### src/rtl/evt_regslave.sv
module evt_regslave #(
  parameter int AW = 8,
  parameter logic [AW-1:0] BASE = 'h40,
  parameter int CNT_W = 16
) (
  input  logic          clk,
  input  logic          rst,
  input  logic          bus_en,
  input  logic [AW-1:0] bus_addr,
  input  logic [15:0]   bus_wdata,
  input  logic [1:0]    bus_wstrb,
  output logic [15:0]   bus_rdata,
  output logic          irq_req,
  input  logic          irq_ack
);
  localparam int OFF_W = 2;
  localparam logic [OFF_W-1:0] OFF_CTRL = 2'd0;
  localparam logic [OFF_W-1:0] OFF_STAT = 2'd1;
  localparam logic [OFF_W-1:0] OFF_DATA = 2'd2;
  localparam logic [OFF_W-1:0] OFF_CNT  = 2'd3;
  localparam logic [CNT_W-1:0] CNT_TOP  = {CNT_W{1'b1}};

  logic             hit, is_wr;
  logic [OFF_W-1:0] off;
  logic             wr_ctrl, wr_stat, wr_data, wr_cnt;
  logic             ctrl_ie, ctrl_run, pend;
  logic [15:0]      data_q;
  logic [CNT_W-1:0] cnt_q;
  logic             ovf_evt, sw_clr;
  logic [15:0]      cnt_merge;

  function automatic logic [15:0] merge(input logic [15:0] old, input logic [15:0] nw,
                                        input logic [1:0] strb);
    return {strb[1] ? nw[15:8] : old[15:8], strb[0] ? nw[7:0] : old[7:0]};
  endfunction

  assign hit     = bus_en && (bus_addr[AW-1:OFF_W] == BASE[AW-1:OFF_W]);
  assign off     = bus_addr[OFF_W-1:0];
  assign is_wr   = hit && (bus_wstrb != 2'b00);
  assign wr_ctrl = is_wr && (off == OFF_CTRL);
  assign wr_stat = is_wr && (off == OFF_STAT);
  assign wr_data = is_wr && (off == OFF_DATA);
  assign wr_cnt  = is_wr && (off == OFF_CNT);

  assign cnt_merge = merge(16'(cnt_q), bus_wdata, bus_wstrb);
  assign ovf_evt   = ctrl_run && !wr_cnt && (cnt_q == CNT_TOP);
  assign sw_clr    = wr_stat && bus_wstrb[0] && bus_wdata[0];
  assign irq_req   = pend && ctrl_ie;

  always_ff @(posedge clk or posedge rst) begin
    if (rst) begin
      ctrl_ie  <= 1'b0;
      ctrl_run <= 1'b0;
    end else if (wr_ctrl && bus_wstrb[0]) begin
      ctrl_ie  <= bus_wdata[0];
      ctrl_run <= bus_wdata[1];
    end
  end

  always_ff @(posedge clk or posedge rst) begin
    if (rst)          data_q <= '0;
    else if (wr_data) data_q <= merge(data_q, bus_wdata, bus_wstrb);
  end

  always_ff @(posedge clk or posedge rst) begin
    if (rst)           cnt_q <= '0;
    else if (wr_cnt)   cnt_q <= cnt_merge[CNT_W-1:0];
    else if (ctrl_run) cnt_q <= cnt_q + 1'b1;
  end

  always_ff @(posedge clk or posedge rst) begin
    if (rst)                     pend <= 1'b0;
    else if (ovf_evt)            pend <= 1'b1;
    else if (sw_clr || irq_ack)  pend <= 1'b0;
  end

  always_comb begin
    bus_rdata = '0;
    if (hit) begin
      case (off)
        OFF_CTRL: bus_rdata = {14'd0, ctrl_run, ctrl_ie};
        OFF_STAT: bus_rdata = {15'd0, pend};
        OFF_DATA: bus_rdata = data_q;
        default:  bus_rdata = 16'(cnt_q);
      endcase
    end
  end

  p_idle_zero_r5: assert property (@(posedge clk) disable iff (rst)
    !bus_en |-> (bus_rdata == 16'd0));
  p_data_hold_r3: assert property (@(posedge clk) disable iff (rst)
    !wr_data |=> $stable(data_q));
  p_count_hold_r7: assert property (@(posedge clk) disable iff (rst)
    (!ctrl_run && !wr_cnt) |=> $stable(cnt_q));
  p_w1c_r9: assert property (@(posedge clk) disable iff (rst)
    (sw_clr && !ovf_evt) |=> !pend);
  p_ack_clear_r11: assert property (@(posedge clk) disable iff (rst)
    (irq_ack && !ovf_evt) |=> !pend);
  p_set_wins_r12: assert property (@(posedge clk) disable iff (rst)
    ovf_evt |=> pend);
endmodule

### config.mk
export PLATFORM = sky130hd
export DESIGN_NAME = evt_regslave
export DESIGN_NICKNAME = d
export VERILOG_FILES = /design/src/rtl/evt_regslave.sv
export SDC_FILE = /design/constraint.sdc
export NUM_CORES = 1
export LEC_CHECK = 0
export BUFFER_PORTS_ARGS = -buffer_cell sky130_fd_sc_hd__buf_2
export CORE_AREA = 2 2 68 70
export CTS_CLUSTER_SIZE = 12
export DETAILED_ROUTE_END_ITERATION = 8
export DIE_AREA = 0 0 70 72
export HOLD_SLACK_MARGIN = 0.06
export MAX_ROUTING_LAYER = met4
export PLACE_DENSITY = 0.76
export REMOVE_ABC_BUFFERS = 1
export SYNTH_ARGS = -nofsm -noshare
export SYNTH_HDL_FRONTEND = slang
export SYNTH_SLANG_ARGS = --single-unit
export TNS_END_PERCENT = 10
### constraint.sdc
create_clock -name clk -period 2.36 [get_ports clk]
set_input_delay 0.236 -clock clk [delete_from_list [all_inputs] [get_ports clk]]
set_output_delay 0.236 -clock clk [all_outputs]
set_load 0.05 [all_outputs]
-- Word-level counts from Yosys, hierarchy flattened
Index checks and enable logic that the tools add are counted.
- multiplexer cells: 8
- eq/ne operators: 7
- add/subtract/negate cells: 1
- reduce and logical (&&, ||, !) cells: 22
- operators by type and width (kind ; number):
    $mux 16 ; 3
    $pmux 16 s3 ; 1
    $add 16x1->16 const B ; 1
    $eq 16x16->1 const B ; 1
    $mux 8 ; 2
    $logic_and 1x1->1 ; 12
    $reduce_and 2->1 ; 4
    $eq 6x5->1 const B ; 1
    $reduce_bool 2->1 ; 3
    $eq 2x2->1 const B ; 2
    $ne 2x2->1 const B ; 2
    $eq 2x1->1 const B ; 1
    $logic_not 2->1 ; 1
    $mux 1 ; 2
    $logic_not 1->1 ; 1
    $logic_or 1x1->1 ; 1
- logic and storage cells: 45
- input port bits: 30
- flip-flop bits (word level): 35
- output and inout port bits: 17

-- Longest topological paths before layout
- depth after elaboration: 9
- gate-level depth with buffers: 8
- depth with buffers taken out: 6

-- Worst setup path before layout
No wires, ideal clock.
- path type: input-to-output
- start point: input port bus_addr[0]
- end point: output port bus_rdata[10]
- buffers on the path: 3
- stages: 5
- path slack: 0.240 ns
- arrival time: 1.884 ns
- data required time: 2.124 ns
- path through: clkbuf_1 > clkbuf_1 > buf_2 > mux2i_1 > nor2_1
- word-level cells in the longest chain between the ends: 3
- elaborated cells between the ends (all ways): 5
- classes of those cells: 2 x eq/ne; 2 x mux; 1 x reduce/logical
- ends and longest elaborated chain (what ; line ; source):
    start: declaration ; 9 ; input logic [AW-1:0] bus_addr,
    $eq 2x2->1, or another cell as far along ; 80 ; case (off)
    $pmux 16 s3 * ; 80 ;
    $mux 16 * ; 79 ; if (hit) begin
    end: declaration ; 12 ; output logic [15:0] bus_rdata,
Mark *: on every way between the ends. The rest lies on a longest branch, timed or not.

-- Final worst setup path
- start point: register cnt_q[0]
- end point: register cnt_q[10]
- word-level cells in the longest chain between the ends: 3
- ends and longest elaborated chain (what ; line ; source):
    start: declaration ; 28 ; logic [CNT_W-1:0] cnt_q;
    start signal: assignment ; 67 ; else if (wr_cnt) cnt_q <= cnt_merge[CNT_W-1:0];
    start signal: assignment ; 68 ; else if (ctrl_run) cnt_q <= cnt_q + 1'b1;
    $add 16x1->16 ; 68 ;
    $mux 16 ; 68 ;
    $mux 16 ; 67 ;
No other way between the ends. The select of a mux whose other input is x is not followed.
A chain may end at the register's enable or synchronous reset.

==> metrics.csv <==
metric;value;unit
Syn. warnings;0;
placed cell area;0.002397;sq mm
Main synth FF type;dfrtp_1;
clock root buffer;clkbuf_8;
Post-CTS Setup Bufs;0;
Die Area;0.005040;sq mm
initial drt markers;88;
total core area;0.004264;sq mm
CP Capture Type;register;
critical path type;register to register;
fmax;0.5016;GHz
Total Routed Length;4595;um
most frequent cells in the layout;buf_2, dfrtp_1, nor2_1, mux2_2, mux2i_1;
Worst EP arrival;2.15;ns
Initial Utilization;0.4888;
hpwl dp;3402;um
initial antenna violation count;0;
outcome;complete, no violations;
max-slew violations;0;
async set or reset register ratio after synthesis;1.000;
Critical Path Source Type;register;
P_leak;1.201;nW
sequential share of the synthesized area;0.4202;
worst min path class;input pin to register;
RSZ-0062 raised after global routing;no;
share of cells above drive strength 1;0.3538;
Synth-to-Final Area Change;20.29;%
pwr dens;519.9;mW/mm^2
minimum clock period;1.994;ns
Die W;70;um
global route overflow;0;
CP max FO;6;
Slew @ Worst Pin;0.4729;ns
final setup fails;0;
Worst path slowest cell;nor3b_1;
post-synth cell types;45;
Worst Path Required;2.52;ns
number of synthesized flops with an enable pin;0;
vias per cell;5.663;
Critical Path Max Stage Delay;0.46;ns
Final ANT Viol Nets;0;
TritonCTS clock tree;done;
row count;24;
period utilisation layout;0.8448;
Final Hold Fails;0;
Cell Area, Synth;0.002084;sq mm
relative slew slack;0.6803;
CTS buffer count;5;
gr usage total;0.1932;
Avg WL per Cell;14.73;um
largest net degree at the start of global routing;36;
most common cell after layout, fill and taps aside;buf_2;
gp weighted congestion;0.8130;
# resized after CTS;0;
IO buf count;46;
Seq cells post-synth;35;
Max Cap Viol;0;
clk_skew;0.003181;ns
Final nets;290;
setup TNS;0;ns
CTS H-tree depth;2;
Die Y;72;um
# diodes;0;
Ports;47;
# DRC;0;
Clock Latency Late Sink;0.28;ns
Reg clk slew, reported paths;0.07;ns
number of global-route vias before repair;1705;
Post-Synthesis Cells;204;
post-layout instance area;0.002507;sq mm
Clock Tree Buf Depth;2;
Peak supply drop;307.3;uV
first-pass GRT wire length;7590;um
clk sink count;35;
Synth Area per Inst;10.22;sq um
routed vias;1767;
TritonRoute pass-1 iters;7;
cells along the critical path;ha_1 -> and3_1 -> nand4_1 -> nor3b_1 -> a31oi_1 -> nand3b_1;
[flip-flops by register name, indices dropped and copies added, names as in the netlist]
signal and flops:
cnt_q 16, ctrl_ie 1, ctrl_run 1, data_q 16
pend 1
[worst paths after layout]
check                               from         to  slack [ns]  cells past startpoint
setup / recovery                cnt_q[0]  cnt_q[10]        0.37                      6
hold / removal             bus_wdata[11]  cnt_q[11]        0.17                      2
setup reg to reg                cnt_q[0]  cnt_q[10]        0.37                      6
hold reg to reg                data_q[7]  data_q[7]        0.51                      1
max in group asynchronous            rst   ctrl_run        1.43                      4
min in group asynchronous            rst  data_q[4]        0.62                      4
[synthesized netlist by cell type (4+ instances only)]
master,number,area [sq um]
mux2i_1,19,190.2
a21oi_1,7,35.03
a21oi_2,5,43.79
o21ai_0,6,30.03
nand3_1,6,30.03
nor2_1,26,97.59
and2_1,4,25.02
a211oi_1,4,30.03
nand2_1,14,52.55
nand4_1,4,25.02
nor3_1,5,25.02
mux2_2,19,214.0
dfrtp_1,35,875.8
[stage by stage]
stage | util | instances | power [mW] | hold slack [ns] | worst slack, ns
floorplan | - | 195 | 0.7665 | 0.3526 | 0.3717
global placement | 0.5622 | 303 | 0.8356 | 0.3546 | 0.1718
detailed placement | 0.5622 | 303 | 0.8376 | 0.3621 | 0.1081
CTS | 0.5880 | 312 | 1.317 | 0.1639 | 0.4054
global route | 0.5880 | 312 | 1.362 | 0.1660 | 0.2082
finish | 0.5880 | 312 | 1.304 | 0.1697 | 0.3663
[metal layers]
metal / share of wire / wire length [um] / GRT usage
met5: 0 / 0 / -
met4: 0.012 / 55 / 0.07051
met3: 0.037 / 168 / 0.02639
met2: 0.48 / 2225 / 0.3153
met1: 0.47 / 2145 / 0.2489
[cell type report]
class	instances	area, sq um
Sequential cell	35	875.8
Inverter	1	3.754
Tap cell	52	65.06
Timing Repair Buffer	57	315.3
Fill cell	386	1757
Clock buffer	8	100.1
Multi-Input combinational cell	159	1147
[report_power, final]
part           internal [mW]  total, mW  leakage (nW)  switching [mW]
sequential             0.632      0.671         0.468          0.0395
combinational         0.0799      0.161         0.681          0.0814
clock                  0.266      0.471        0.0515           0.205
total                  0.978       1.30          1.20           0.326
[cells by family after synthesis]
family / synth area share
mux: 0.2047
simple gates: 0.2155
fa+ha+maj: 0.006001
buf+inv: 0.02940
compound gates: 0.1243
flops: 0.4202
[critical path, delay by kind of cell, from the launching register on]
kind                     cells  cell delay [ns]
AO/OA/AOI/OAI                1             0.14
AND/OR/NAND/NOR              4             1.04
adder cells (fa/ha/maj)      1             0.25
flip-flops                   1             0.44
[repair_timing]
action | CTS | global route
endpoints found under the hold margin | 7 | 0
setup endpoints to repair | 0 | 0
hold buffers | 1 | 0
No activity file was read; power rests on OpenSTA's default activity.
